--- config.mk ---
export PLATFORM = sky130hd
export DESIGN_NAME = lane_err_stat_bank
export DESIGN_NICKNAME = d
export VERILOG_FILES = /design/src/rtl/lesb_pkg.sv /design/src/rtl/lesb_lane_ctr.sv /design/src/rtl/lesb_flag_latch.sv /design/src/rtl/lane_err_stat_bank.sv
export SDC_FILE = /design/constraint.sdc
export NUM_CORES = 1
export LEC_CHECK = 0
export ABC_AREA = 1
export CAP_MARGIN = 20
export CORE_ASPECT_RATIO = 0.5
export CORE_MARGIN = 4
export CORE_UTILIZATION = 43
export CTS_CLUSTER_DIAMETER = 150
export DETAILED_ROUTE_END_ITERATION = 8
export HOLD_SLACK_MARGIN = 0.03
export PLACE_DENSITY = 0.68
export SLEW_MARGIN = 20
export SYNTH_ARGS = -nofsm -noshare
export SYNTH_HDL_FRONTEND = slang
export SYNTH_SLANG_ARGS = --single-unit
--- constraint.sdc ---
create_clock -name clk -period 5.55 [get_ports clk]
set_input_delay 1.11 -clock clk [delete_from_list [all_inputs] [get_ports clk]]
set_output_delay 1.11 -clock clk [all_outputs]
set_load 0.02 [all_outputs]
--- src/rtl/lesb_pkg.sv ---
package lesb_pkg;

    typedef enum logic {
        LT_FOLLOW = 1'b0,
        LT_HELD   = 1'b1
    } latch_state_e;

endpackage

--- src/rtl/lesb_lane_ctr.sv ---
module lesb_lane_ctr #(
    parameter int              CNT_W   = 16,
    parameter logic [CNT_W-1:0] RST_VAL = 16'hFFFD
) (
    input  logic             clk,
    input  logic             rst_n,
    input  logic             err,
    input  logic             cnt_en,
    input  logic             clr,
    output logic [CNT_W-1:0] cnt
);

    localparam logic [CNT_W-1:0] CNT_MAX = '1;
    localparam logic [CNT_W-1:0] CNT_ONE = CNT_W'(1);

    logic [CNT_W-1:0] cnt_q;
    logic [CNT_W-1:0] cnt_d;
    logic             bump;

    assign bump = err && cnt_en && (cnt_q != CNT_MAX);

    always_comb begin
        if (clr) begin
            cnt_d = bump ? CNT_ONE : '0;
        end else if (bump) begin
            cnt_d = cnt_q + CNT_ONE;
        end else begin
            cnt_d = cnt_q;
        end
    end

    always_ff @(posedge clk or negedge rst_n) begin
        if (!rst_n) begin
            cnt_q <= RST_VAL;
        end else begin
            cnt_q <= cnt_d;
        end
    end

    assign cnt = cnt_q;

    AST_STEP_ONE: assert property (@(posedge clk) disable iff (!rst_n)
        !clr |=> (cnt == $past(cnt)) || (cnt == $past(cnt) + CNT_ONE));
    AST_GATED_HOLD: assert property (@(posedge clk) disable iff (!rst_n)
        (!cnt_en && !clr) |=> $stable(cnt));
    AST_NO_WRAP: assert property (@(posedge clk) disable iff (!rst_n)
        (cnt == CNT_MAX && !clr) |=> (cnt == CNT_MAX));
    AST_READ_CLEARS: assert property (@(posedge clk) disable iff (!rst_n)
        (clr && !(err && cnt_en)) |=> (cnt == '0));
    AST_READ_AND_HIT: assert property (@(posedge clk) disable iff (!rst_n)
        (clr && err && cnt_en && cnt != CNT_MAX) |=> (cnt == CNT_ONE));

endmodule

--- src/rtl/lesb_flag_latch.sv ---
module lesb_flag_latch
    import lesb_pkg::*;
#(
    parameter logic ACTIVE = 1'b1
) (
    input  logic clk,
    input  logic rst_n,
    input  logic live,
    input  logic rd_clr,
    output logic flag
);

    latch_state_e state_q;
    latch_state_e state_d;
    logic         event_on;

    assign event_on = (live == ACTIVE);

    always_ff @(posedge clk or negedge rst_n) begin
        if (!rst_n) begin
            state_q <= LT_FOLLOW;
        end else begin
            state_q <= state_d;
        end
    end

    always_comb begin
        state_d = state_q;
        unique case (state_q)
            LT_FOLLOW: if (event_on) state_d = LT_HELD;
            LT_HELD:   if (rd_clr && !event_on) state_d = LT_FOLLOW;
            default:   state_d = LT_FOLLOW;
        endcase
    end

    always_comb begin
        unique case (state_q)
            LT_HELD:   flag = ACTIVE;
            LT_FOLLOW: flag = live;
            default:   flag = live;
        endcase
    end

    AST_FLAG_HOLD: assert property (@(posedge clk) disable iff (!rst_n)
        (state_q == LT_HELD && !rd_clr) |=> (flag == ACTIVE));
    AST_EVENT_CAPTURE: assert property (@(posedge clk) disable iff (!rst_n)
        (live == ACTIVE) |=> (flag == ACTIVE));

endmodule

--- src/rtl/lane_err_stat_bank.sv ---
module lane_err_stat_bank #(
    parameter int               NLANES     = 4,
    parameter int               DATA_W     = 16,
    parameter int               ADDR_W     = 16,
    parameter int               ST_W       = 3,
    parameter logic [ADDR_W-1:0] CNT_BASE   = 16'h8010,
    parameter logic [ADDR_W-1:0] STATE_ADDR = 16'h8014,
    parameter logic [ADDR_W-1:0] COLL_ADDR  = 16'h8015,
    parameter logic [ADDR_W-1:0] SYNC_ADDR  = 16'h8016,
    parameter int               SYNC_BIT   = 11,
    parameter logic [DATA_W-1:0] CNT_RST    = 16'hFFFD
) (
    input  logic                   clk,
    input  logic                   rst_n,
    input  logic [NLANES-1:0]      dec_err,
    input  logic                   align_ok,
    input  logic                   fifo_collide,
    input  logic                   all_sync,
    input  logic [NLANES*ST_W-1:0] lane_state,
    input  logic [ADDR_W-1:0]      rd_addr,
    input  logic                   rd_stb,
    output logic [DATA_W-1:0]      rd_data
);

    localparam int STW_ALL = NLANES * ST_W;

    logic [DATA_W-1:0] lane_cnt [NLANES];
    logic [NLANES-1:0] lane_hit;
    logic              coll_flag;
    logic              sync_flag;
    logic              is_state;
    logic              is_coll;
    logic              is_sync;
    logic              mapped;

    assign is_state = (rd_addr == STATE_ADDR);
    assign is_coll  = (rd_addr == COLL_ADDR);
    assign is_sync  = (rd_addr == SYNC_ADDR);
    assign mapped   = (|lane_hit) || is_state || is_coll || is_sync;

    for (genvar g = 0; g < NLANES; g++) begin : g_lane
        assign lane_hit[g] = (rd_addr == CNT_BASE + ADDR_W'(g));

        lesb_lane_ctr #(
            .CNT_W   (DATA_W),
            .RST_VAL (CNT_RST)
        ) u_ctr (
            .clk    (clk),
            .rst_n  (rst_n),
            .err    (dec_err[g]),
            .cnt_en (align_ok),
            .clr    (rd_stb && lane_hit[g]),
            .cnt    (lane_cnt[g])
        );
    end

    lesb_flag_latch #(.ACTIVE(1'b1)) u_coll (
        .clk    (clk),
        .rst_n  (rst_n),
        .live   (fifo_collide),
        .rd_clr (rd_stb && is_coll),
        .flag   (coll_flag)
    );

    lesb_flag_latch #(.ACTIVE(1'b0)) u_sync (
        .clk    (clk),
        .rst_n  (rst_n),
        .live   (all_sync),
        .rd_clr (rd_stb && is_sync),
        .flag   (sync_flag)
    );

    always_comb begin
        rd_data = '0;
        for (int i = 0; i < NLANES; i++) begin
            if (lane_hit[i]) rd_data = lane_cnt[i];
        end
        if (is_state) rd_data[STW_ALL-1:0] = lane_state;
        if (is_coll)  rd_data[0]           = coll_flag;
        if (is_sync)  rd_data[SYNC_BIT]    = sync_flag;
    end

    AST_UNMAPPED_ZERO: assert property (@(posedge clk) disable iff (!rst_n)
        (rd_stb && !mapped) |-> (rd_data == '0));
    AST_ONE_LANE_HIT: assert property (@(posedge clk) disable iff (!rst_n)
        $onehot0(lane_hit));

endmodule

==> qor.csv <==
stage,metric,value,unit
run_status,status,"complete, no violations",
drt,via_count,4888,
cells_and_area,final_area,6010,µm²
clock_network,ctsResizeCount,0,
placement,io_buffer_count,53,
placement,place_area,5650,µm²
pwr,sw_frac_of_total,31.2,%
pwr,internal_power,1230,µW
drt,drc,0,
grt,grt_start_max_net_pins,67,
synth,synth_cells,717,
drt,wl,14000,µm
synth,synth_nets,759,
sta,tightest_slew,894,ps
pwr,seqPwrFrac,43.0,%
pwr,p_clk_share,37.9,%
synth,syn_area_per_cell,6.99,µm²
sta,slew_viol_final,0,
drt,detail_route.wl_per_cell,15.1,µm
floorplan,dieArea,13600,µm²
cells_and_area,antenna_cells,0,
drt,dr.pass1.iters,5,
drt,via_per_inst,5.27,
cells_and_area,area_growth,19.8,%
worst_setup_path,reg2reg_setup_slack,3150,ps
floorplan,row_count,27,
synth,synth_area,5010,µm²
min_path,hp-start,g_lane[3].u_ctr.cnt[14],
drt,ant_nets,0,
synth,netlist-cell-type-count,39,
grt,grt-ovfl-total,0,
clock_network,clk_pin_slew,60,ps
cells_and_area,final_cell_mix,"nand2_1 (160), nand3_1 (107), inv_1 (84)",
cells_and_area,seq_area,1730,µm²
worst_setup_path,r2r-start,g_lane[2].u_ctr.cnt[0],
floorplan,initial_core_util,44.8,%
drt,first_iter_violations,414,
grt,grt_pass1_vias,4509,
clock_network,cts_tree,done,
sta,report.final.setup_viol,0,
sta,relSlewSlack,40.4,%
floorplan,ioPinCount,54,
clock_network,cts_buffers,9,
min_path,hold_class,flip-flop to flip-flop,
cells_and_area,drive_above_1_share,15.4,%
sta,max_freq,207,MHz
floorplan,core_area,11200,µm²
cells_and_area,multi_input_area,2840,µm²
sta,rsz0062_at_grt,no,
placement,routabilityCongestion,0.862,
floorplan,dieHeight,84.4,µm
sta,min_period_over_period,87.1,%
cells_and_area,final_common_cell,nand2_1,
clock_network,cts_setup_buffers,0,
placement,hpwl,10500,µm
synth,yosys_warnings,0,
clock_network,h-tree-depth,3,
pwr,comb_power_share,19.1,%
pwr,vdd_ir_drop_max,0.117,mV
floorplan,chipWidth,161,µm
pwr,finalPower,1790,µW
clock_network,clockBufferDepth,2,
job,max_cap_viol_count,0,
clock_network,cts_hold_buf,0,
worst_setup_path,cp-startpoint,rd_addr[11],
worst_setup_path,critPathCaptureType,primary output,
worst_setup_path,critPathMaxFanout,16,
pwr,power-per-cell-area,298,nW/µm²
worst_setup_path,worstPathRequired,4440,ps
synth,ys_seq_elements,66,
grt,antenna_found_initial,0,
pwr,switchingPower,560,µW
worst_setup_path,criticalPathCategory,input port to primary output,
worst_setup_path,startpoint_type,input port,
sta,hold_viol,0,
clock_network,clock_latency,340,ps
grt,grt_use_total,21.3,%
cells_and_area,finalNetCount,805,
grt,grt_pass1_wl,23300,µm
sta,fin_crit,4830,ps
sta,tns,0,ps
synth,seq_area_frac_synth,34.4,%
clock_network,clock_sinks,66,
worst_setup_path,arrival,3720,ps
sta,fin_skew,4.55,ps
cells_and_area,fillerInstances,1078,
pwr,p_leak,0.00264,µW
clock_network,cts_root_buf,clkbuf_16,
==> sequential cells by signal, indices dropped and copies added (netlist names) <==
signal / count
g_lane.u_ctr.cnt: 64
u_coll.state_q: 1
u_sync.state_q: 1
==> metal layers <==
layer  vias up  share of wire [%]  track usage (%)
met5         -                  0                0
met4         0                1.3             5.88
met3        14                7.8             5.64
met2       140                 43             31.8
met1      2316                 48             30.6
li1       2418                  -                -
==> final cells by class <==
class,instances,area share (%)
clock inverters,6,1.90
well taps,159,3.31
multi-input cells,540,47.2
flip-flops and latches,66,28.8
clock buffers,10,3.98
repair buffers,56,9.13
inverters,90,5.71
==> critical path: stages <==
cell and delay, ps:
clkdlybuf4s50_1 440, nor2_1 120, nand2_1 90, nor2_4 240, nand3_2 320, inv_1 390, a21oi_1 110, nand2_1 90
nand2_1 70, a21oi_1 120, clkdlybuf4s50_1 620
==> cell families after synthesis <==
group           share of synthesized area (%)
compound gates                           9.98
xor+xnor                                 9.08
fa+ha+maj                               0.998
buf+inv                                  9.08
flops                                    34.4
simple gates                             36.4
==> power by group through the flow <==
| stage | Sequential (µW) | Clock, µW | Combinational (µW) |
|---|---|---|---|
| 2_1_floorplan | 731 | 0 | 253 |
| 3_3_place_gp | 774 | 0 | 333 |
| 3_5_place_dp | 774 | 0 | 341 |
| 4_1_cts | 768 | 694 | 343 |
| 5_1_grt | 788 | 718 | 392 |
| 6_report | 770 | 680 | 342 |
==> cells in the mapped netlist (all sizes together) <==
cell type  instances  area share (%)
dfrtp              6             3.0
o21ai             53             5.6
nor2              77             6.7
a21oi             30             3.3
nor3              21             2.6
a21boi             1            0.15
clkinv             1            0.17
nand3            112              12
clkbuf            10            0.75
inv               89             6.7
and3               2            0.25
nand2            164              13
xnor2              7             1.2
buf               11             1.5
o211ai             1            0.15
nor4               5            0.62
xor2              45             7.9
or2                4            0.50
nand4             12             1.5
dfstp             60              31
o21bai             1            0.37
a31oi              1            0.42
ha                 4             1.0
==> path summary, 6_finish.rpt <==
| check | to | depth (start not counted) |
|---|---|---|
| max | rd_data[11] | 11 |
| min in group asynchronous | g_lane[0].u_ctr.cnt[1] | 2 |
| max in group asynchronous | u_coll.state_q | 2 |
| min reg2reg | g_lane[3].u_ctr.cnt[14] | 2 |
| min | g_lane[3].u_ctr.cnt[14] | 2 |
| max reg2reg | g_lane[2].u_ctr.cnt[14] | 7 |
==> per-stage QoR <==
| stage | util (%) | hold slack, ps | worst slack, ps | cells |
|---|---|---|---|---|
| detailed placement | 50.5 | 453 | 700 | 911 |
| global placement | 50.5 | 452 | 727 | 911 |
| global route | 53.7 | 491 | 397 | 927 |
| CTS | 53.7 | 463 | 713 | 927 |
| floorplan | - | 442 | 1990 | 717 |
| finish | 53.7 | 460 | 718 | 927 |
No activity file was read; power rests on OpenSTA's default activity.
